<file path="src/rtl/tmr_irq_pkg.sv">
// Package: shared types for the timer interrupt router.
// Assumes message address and data are both 32 bits wide.
package tmr_irq_pkg;
    localparam int MSG_W = 32;

    typedef struct packed {
        logic [MSG_W-1:0] addr;
        logic [MSG_W-1:0] data;
    } irq_msg_t;
endpackage

</file>
<file path="src/rtl/irq_chan_slot.sv">
// Per-channel state: level status, edge pulse and pending message.
// Assumes expire is a single-cycle event and clr is already masked per channel.
module irq_chan_slot (
    input  logic clk,
    input  logic rst_n,
    input  logic active,
    input  logic level_mode,
    input  logic msg_mode,
    input  logic expire,
    input  logic clr,
    input  logic grant,
    output logic status_q,
    output logic pulse_q,
    output logic pend_q,
    output logic drive
);
    // Level status: expiry sets it, write-one clears it, disable or message mode clears it.
    always_ff @(posedge clk) begin
        if (!rst_n)
            status_q <= 1'b0;
        else if (!active || msg_mode)
            status_q <= 1'b0;
        else if (expire && level_mode)
            status_q <= 1'b1;
        else if (clr)
            status_q <= 1'b0;
    end

    // Edge pulse: high for one cycle after an edge-mode expiry.
    always_ff @(posedge clk) begin
        if (!rst_n)
            pulse_q <= 1'b0;
        else
            pulse_q <= active && !msg_mode && expire && !level_mode;
    end

    // Pending message: set on a message-mode expiry, dropped when granted.
    always_ff @(posedge clk) begin
        if (!rst_n)
            pend_q <= 1'b0;
        else if (!active || !msg_mode)
            pend_q <= 1'b0;
        else if (expire)
            pend_q <= 1'b1;
        else if (grant)
            pend_q <= 1'b0;
    end

    // Line contribution, gated at once by the current enables.
    always_comb drive = (status_q || pulse_q) && active && !msg_mode;
endmodule

</file>
<file path="src/rtl/irq_legacy_pass.sv">
// Legacy input pass-through: registers the tick and alarm inputs and blocks them in compatibility mode.
// Assumes both inputs are synchronous to clk.
module irq_legacy_pass (
    input  logic clk,
    input  logic rst_n,
    input  logic legacy_mode,
    input  logic pit_in,
    input  logic rtc_in,
    output logic pit_pass,
    output logic rtc_pass,
    output logic pit_enable
);
    logic pit_q;
    logic rtc_q;
    logic legacy_q;

    // Tick sample: held low in the mode and for one cycle after leaving it.
    always_ff @(posedge clk) begin
        if (!rst_n) begin
            pit_q    <= 1'b0;
            legacy_q <= 1'b0;
        end else begin
            pit_q    <= (legacy_mode || legacy_q) ? 1'b0 : pit_in;
            legacy_q <= legacy_mode;
        end
    end

    // Alarm sample: always tracked so the last level is ready when the mode ends.
    always_ff @(posedge clk) begin
        if (!rst_n)
            rtc_q <= 1'b0;
        else
            rtc_q <= rtc_in;
    end

    // Outputs gated by the current mode.
    always_comb begin
        pit_pass   = pit_q && !legacy_mode;
        rtc_pass   = rtc_q && !legacy_mode;
        pit_enable = !legacy_mode;
    end
endmodule

</file>
<file path="src/rtl/irq_line_merge.sv">
// Line merge: maps each channel's contribution onto a line and ORs all sources.
// Assumes route values at or above NUM_LINES select no line.
module irq_line_merge #(
    parameter int NUM_CH     = 4,
    parameter int NUM_LINES  = 12,
    parameter int ROUTE_W    = 4,
    parameter int LEG_LINE_A = 0,
    parameter int LEG_LINE_B = 8
) (
    input  logic [NUM_CH-1:0]         drive,
    input  logic [NUM_CH*ROUTE_W-1:0] route,
    input  logic                      legacy_mode,
    input  logic                      pit_pass,
    input  logic                      rtc_pass,
    output logic [NUM_LINES-1:0]      lines
);
    logic [NUM_CH*ROUTE_W-1:0] eff_route;

    // Effective route: compatibility mode overrides channels 0 and 1.
    generate
        for (genvar c = 0; c < NUM_CH; c++) begin : g_route
            if (c == 0) begin : g_a
                assign eff_route[c*ROUTE_W +: ROUTE_W] =
                    legacy_mode ? ROUTE_W'(LEG_LINE_A) : route[c*ROUTE_W +: ROUTE_W];
            end else if (c == 1) begin : g_b
                assign eff_route[c*ROUTE_W +: ROUTE_W] =
                    legacy_mode ? ROUTE_W'(LEG_LINE_B) : route[c*ROUTE_W +: ROUTE_W];
            end else begin : g_n
                assign eff_route[c*ROUTE_W +: ROUTE_W] = route[c*ROUTE_W +: ROUTE_W];
            end
        end
    endgenerate

    // OR every routed source and the legacy pass-through onto the lines.
    always_comb begin
        lines = '0;
        for (int l = 0; l < NUM_LINES; l++) begin
            for (int c = 0; c < NUM_CH; c++) begin
                if (drive[c] && (int'(eff_route[c*ROUTE_W +: ROUTE_W]) == l))
                    lines[l] = 1'b1;
            end
        end
        lines[LEG_LINE_A] = lines[LEG_LINE_A] | pit_pass;
        lines[LEG_LINE_B] = lines[LEG_LINE_B] | rtc_pass;
    end
endmodule

</file>
<file path="src/rtl/irq_msg_arb.sv">
// Message arbiter: sends one pending channel per cycle, lowest index first.
// Assumes pending bits stay up until their grant.
module irq_msg_arb
    import tmr_irq_pkg::*;
#(
    parameter int NUM_CH = 4
) (
    input  logic                    clk,
    input  logic                    rst_n,
    input  logic [NUM_CH-1:0]       pend,
    input  logic [NUM_CH*MSG_W-1:0] addr_in,
    input  logic [NUM_CH*MSG_W-1:0] data_in,
    output logic [NUM_CH-1:0]       grant,
    output logic                    msg_valid,
    output irq_msg_t                msg_out
);
    irq_msg_t sel;

    // Priority pick: lowest pending index wins.
    always_comb begin
        grant = '0;
        sel   = '0;
        for (int c = NUM_CH - 1; c >= 0; c--) begin
            if (pend[c]) begin
                grant    = '0;
                grant[c] = 1'b1;
                sel.addr = addr_in[c*MSG_W +: MSG_W];
                sel.data = data_in[c*MSG_W +: MSG_W];
            end
        end
    end

    // Output register: one message strobe per grant.
    always_ff @(posedge clk) begin
        if (!rst_n) begin
            msg_valid <= 1'b0;
            msg_out   <= '0;
        end else begin
            msg_valid <= |pend;
            msg_out   <= sel;
        end
    end
endmodule

</file>
<file path="src/rtl/tmr_irq_router.sv">
// Top: routes timer expiry events to interrupt lines, status bits or messages.
// Assumes all inputs are synchronous to clk; status acknowledge is write-one-to-clear.
module tmr_irq_router
    import tmr_irq_pkg::*;
#(
    parameter int NUM_CH     = 4,
    parameter int NUM_LINES  = 12,
    parameter int LEG_LINE_A = 0,
    parameter int LEG_LINE_B = 8,
    localparam int ROUTE_W   = (NUM_LINES > 1) ? $clog2(NUM_LINES) : 1
) (
    input  logic                      clk,
    input  logic                      rst_n,
    input  logic                      glb_en,
    input  logic                      legacy_mode,
    input  logic [NUM_CH-1:0]         ch_en,
    input  logic [NUM_CH-1:0]         ch_level,
    input  logic [NUM_CH-1:0]         ch_msg_en,
    input  logic [NUM_CH*ROUTE_W-1:0] ch_route,
    input  logic [NUM_CH*MSG_W-1:0]   ch_msg_addr,
    input  logic [NUM_CH*MSG_W-1:0]   ch_msg_data,
    input  logic [NUM_CH-1:0]         expire,
    input  logic                      sts_wr_en,
    input  logic [NUM_CH-1:0]         sts_wr_data,
    input  logic                      pit_in,
    input  logic                      rtc_in,
    output logic [NUM_LINES-1:0]      irq_lines,
    output logic                      pit_enable,
    output logic [NUM_CH-1:0]         status,
    output logic                      msg_valid,
    output logic [MSG_W-1:0]          msg_addr,
    output logic [MSG_W-1:0]          msg_data
);
    logic [NUM_CH-1:0] drive;
    logic [NUM_CH-1:0] pulse;
    logic [NUM_CH-1:0] pend;
    logic [NUM_CH-1:0] grant;
    logic              pit_pass;
    logic              rtc_pass;
    irq_msg_t          msg_q;

    generate
        for (genvar c = 0; c < NUM_CH; c++) begin : g_ch
            irq_chan_slot u_slot (
                .clk        (clk),
                .rst_n      (rst_n),
                .active     (glb_en && ch_en[c]),
                .level_mode (ch_level[c]),
                .msg_mode   (ch_msg_en[c]),
                .expire     (expire[c]),
                .clr        (sts_wr_en && sts_wr_data[c]),
                .grant      (grant[c]),
                .status_q   (status[c]),
                .pulse_q    (pulse[c]),
                .pend_q     (pend[c]),
                .drive      (drive[c])
            );
        end
    endgenerate

    irq_legacy_pass u_legacy (
        .clk         (clk),
        .rst_n       (rst_n),
        .legacy_mode (legacy_mode),
        .pit_in      (pit_in),
        .rtc_in      (rtc_in),
        .pit_pass    (pit_pass),
        .rtc_pass    (rtc_pass),
        .pit_enable  (pit_enable)
    );

    irq_line_merge #(
        .NUM_CH     (NUM_CH),
        .NUM_LINES  (NUM_LINES),
        .ROUTE_W    (ROUTE_W),
        .LEG_LINE_A (LEG_LINE_A),
        .LEG_LINE_B (LEG_LINE_B)
    ) u_merge (
        .drive       (drive),
        .route       (ch_route),
        .legacy_mode (legacy_mode),
        .pit_pass    (pit_pass),
        .rtc_pass    (rtc_pass),
        .lines       (irq_lines)
    );

    irq_msg_arb #(
        .NUM_CH (NUM_CH)
    ) u_arb (
        .clk       (clk),
        .rst_n     (rst_n),
        .pend      (pend),
        .addr_in   (ch_msg_addr),
        .data_in   (ch_msg_data),
        .grant     (grant),
        .msg_valid (msg_valid),
        .msg_out   (msg_q)
    );

    // Message fields out of the arbiter register.
    always_comb begin
        msg_addr = msg_q.addr;
        msg_data = msg_q.data;
    end

    // The edge pulse is only observed through drive; keep it referenced.
    logic pulse_any;
    always_comb pulse_any = |pulse;
    logic unused_ok;
    always_comb unused_ok = pulse_any;
endmodule

</file>
<file path="config.mk">
export PLATFORM = sky130hd
export DESIGN_NAME = tmr_irq_router
export DESIGN_NICKNAME = d
export VERILOG_FILES = /design/src/rtl/tmr_irq_pkg.sv /design/src/rtl/irq_chan_slot.sv /design/src/rtl/irq_legacy_pass.sv /design/src/rtl/irq_line_merge.sv /design/src/rtl/irq_msg_arb.sv /design/src/rtl/tmr_irq_router.sv
export SDC_FILE = /design/constraint.sdc
export NUM_CORES = 1
export LEC_CHECK = 0
export ABC_CLOCK_PERIOD_IN_PS = 2770
export CAP_MARGIN = 15
export CORE_AREA = 2 2 150 152
export CTS_BUF_LIST = sky130_fd_sc_hd__clkbuf_8 sky130_fd_sc_hd__clkbuf_16
export CTS_CLUSTER_SIZE = 16
export DETAILED_ROUTE_END_ITERATION = 8
export DIE_AREA = 0 0 152 154
export DONT_BUFFER_PORTS = 1
export PLACE_DENSITY = 0.32
export RECOVER_POWER = 25
export SETUP_SLACK_MARGIN = 0.4
export SYNTH_ARGS = -nofsm -noshare
export SYNTH_HDL_FRONTEND = slang
export SYNTH_SLANG_ARGS = --single-unit
</file>
<file path="constraint.sdc">
create_clock -name clk -period 2.77 [get_ports clk]
set_clock_uncertainty 0.2 [all_clocks]
set_input_delay 0.554 -clock clk [delete_from_list [all_inputs] [get_ports clk]]
set_output_delay 0.554 -clock clk [all_outputs]
set_load 0.02 [all_outputs]
</file>
==> flow_metrics.tcl <==
set metrics [dict create \
    core_um2 21700 \
    place_hpwl_um 13500 \
    synth-async-reset-ratio_pct 0 \
    area_delta_synth_final_pct 14.0 \
    antenna_found_initial 1 \
    die_area_um2 23400 \
    pin_count 381 \
    p_sw_uw 622 \
    cts_tree "yes" \
    initial_core_util_pct 21.1 \
    synth_area_leaders "dfxtp_1 (35%), a22oi_1 (12%), o21a_1 (11%)" \
    syn_inst 575 \
    synth.avg_cell_area_um2 7.95 \
    avgViaCountPerCell 5.14 \
    synthDominantCellAreaShare_pct 35.0 \
    yosys_warnings 0 \
    cts_inserted_buffers 9 \
    clock-sinks 80 \
    p_leak_nw 1.74 \
    drive_gt1_share_pct 9.22 \
    wl_per_cell_um 20.9 \
    nets 848 \
    grt-ovfl-total 0 \
    period_needed_ns 2.48 \
    drcViolationCount 0 \
    syn_area_um2 4570 \
    ys_ff_latch 80 \
    grt_usage_pct 14.0 \
    drt-total-wl_um 17500 \
    rsz0062_at_grt "yes" \
    synth_top_cells_by_count "dfxtp_1 (80), nand2_1 (77), a22oi_1 (76)" \
    die_width_um 152 \
    grt_pass1_wl_um 25300 \
    fmax_mhz 403 \
    clockBufferDepth 2 \
    critPathMaxFanout 4 \
    p_sw_share_pct 24.4 \
    pwr-share-clk_pct 46.9 \
    p_seq_share_pct 47.9 \
    final-setup-viol-count 0 \
    syn_nets 874 \
    post-route-util_pct 24.0 \
    worst_pin_slew_ns 0.565 \
    cts-root-buf "clkbuf_16" \
    internal_power_mw 1.93 \
    synth_edf_count 0 \
    gp_congestion 0.847 \
    drtPass1Iterations 5 \
    cp-start-kind "flop" \
    slew_viol_final 0 \
    clkTransAtPathRegs_ns 0.06 \
    instances_no_fill 835 \
    crit_arrival_ns 1.73 \
    port_buffers 0 \
    antenna_left 0 \
    yosysUniqueCellTypes 35 \
    worstSkewPairLatency_ns 0.34 \
    powerDensity_nw_per_um2 489 \
    power_frac_comb_pct 5.3 \
    end_kind "output pin" \
    route.vias.total 4288 \
    total_power_mw 2.55 \
    drt_iter0_markers 331 \
    seq_area_frac_synth_pct 35.0 \
    path_class "reg2out" \
    ir_drop_mv 0.191 \
    setup_tns_ns 0 \
    yosysTopAreaCell "dfxtp_1" \
    grt_max_degree 76 \
    synthMostInstantiatedCell "dfxtp_1" \
    outcome "completed" \
    fin_crit_sh_pct 89.5 \
    synth_flop_cell "dfxtp_1" \
    hold_class "in2reg" \
    htreeDepth 3 \
    die_h_um 154 \
    grt_pass1_vias 4320 \
    rows 54 \
    crit_required_ns 2.02 \
    max-cap-violations 0 \
    dp_cells 816 \
    final_hold_viol_count 0 \
    slew_headroom_pct 62.3 \
]
[cells by family after synthesis]
| kind of cell | after synthesis | synth area share (%) |
|---|---|---|
| AOI/OAI and AO/OA | 223 | 32.7 |
| and+or+nand+nor | 219 | 26.2 |
| DFF | 80 | 35.0 |
| buffers and inverters | 53 | 6.00 |
[routing by layer]
| layer | wire length, µm | share of wire [%] | track usage, % |
|---|---|---|---|
| met3 | 1460 | 8.4 | 4.76 |
| met1 | 6350 | 36 | 14.4 |
| met5 | 0 | 0 | 0 |
| met4 | 410 | 2.3 | 4.76 |
| met2 | 9240 | 53 | 26.3 |
[flip-flops by register name (all words and copies together), names as in the netlist]
name and cells:
g_ch.u_slot.status_q 4, u_legacy.pit_q 1, g_ch.u_slot.pulse_q 4, u_arb.msg_out 64
u_legacy.legacy_q 1, u_legacy.rtc_q 1, g_ch.u_slot.pend_q 4, u_arb.msg_valid 1
[through the flow]
stage,instance area [µm²],setup slack [ns],hold WS (ns)
floorplan,4570,0.492,0.173
global placement,4770,0.308,0.191
detailed placement,4770,0.261,0.182
CTS,5160,0.377,0.0557
global route,5210,0.181,0.0565
finish,5210,0.290,0.0771
[cells in the final DEF, fill, tap and decap left out, drive strengths merged, types with 5 or more instances in the layout]
cell type and n:
dfxtp 80, nand2 77, a22oi 76, o21ai 70
and2 67, o21a 65, nand3 14, buf 11
nor2 11, nand4 10, clkbuf 10, nor3 7
nor2b 7, nor4b 7, inv 6, nor4 6
a32oi 5
[path summary, 6_finish.rpt]
path | from | end | slack [ns] | cells past startpoint
max | g_ch[1].u_slot.status_q | irq_lines[8] | 0.29 | 4
min | ch_msg_en[3] | g_ch[3].u_slot.status_q | 0.08 | 1
max reg2reg | g_ch[0].u_slot.pend_q | u_arb.msg_out[50] | 0.82 | 5
min reg2reg | u_legacy.legacy_q | u_legacy.pit_q | 0.20 | 1
[worst max-delay path, stage by stage, from the launching register on]
cell and delay [ns]:
dfxtp_1 0.53, nor2_4 0.10, a211oi_2 0.34, o21ai_0 0.15, o211ai_1 0.26
[timing repair]
item | in CTS | in global routing
setup endpoints to repair | 12 | 12
pin swaps | 7 | 4
gates resized for setup | 23 | 9
cloned | 0 | 0
hold buffers | 0 | 0
buffers inserted | 2 | 0
[area by class of cell]
cell class                      instances  area, µm²
Clock inverter                          6       61.3
Sequential cell                        80       1610
Fill cell                            2401      16500
Multi-Input combinational cell        442       2840
Antenna cell                            2       5.00
Tap cell                              280        350
Inverter                                4       15.0
Clock buffer                            9        225
Timing Repair Buffer                   12       98.8
[power by group through the flow]
stage | sequential (mW) | clock (mW) | combinational (mW)
finish | 1.22 | 1.19 | 0.134
CTS | 1.22 | 1.26 | 0.134
global placement | 1.25 | 0 | 0.130
floorplan | 1.24 | 0 | 0.127
global route | 1.22 | 1.31 | 0.150
detailed placement | 1.25 | 0 | 0.130
(Power assumes the default switching activity.)
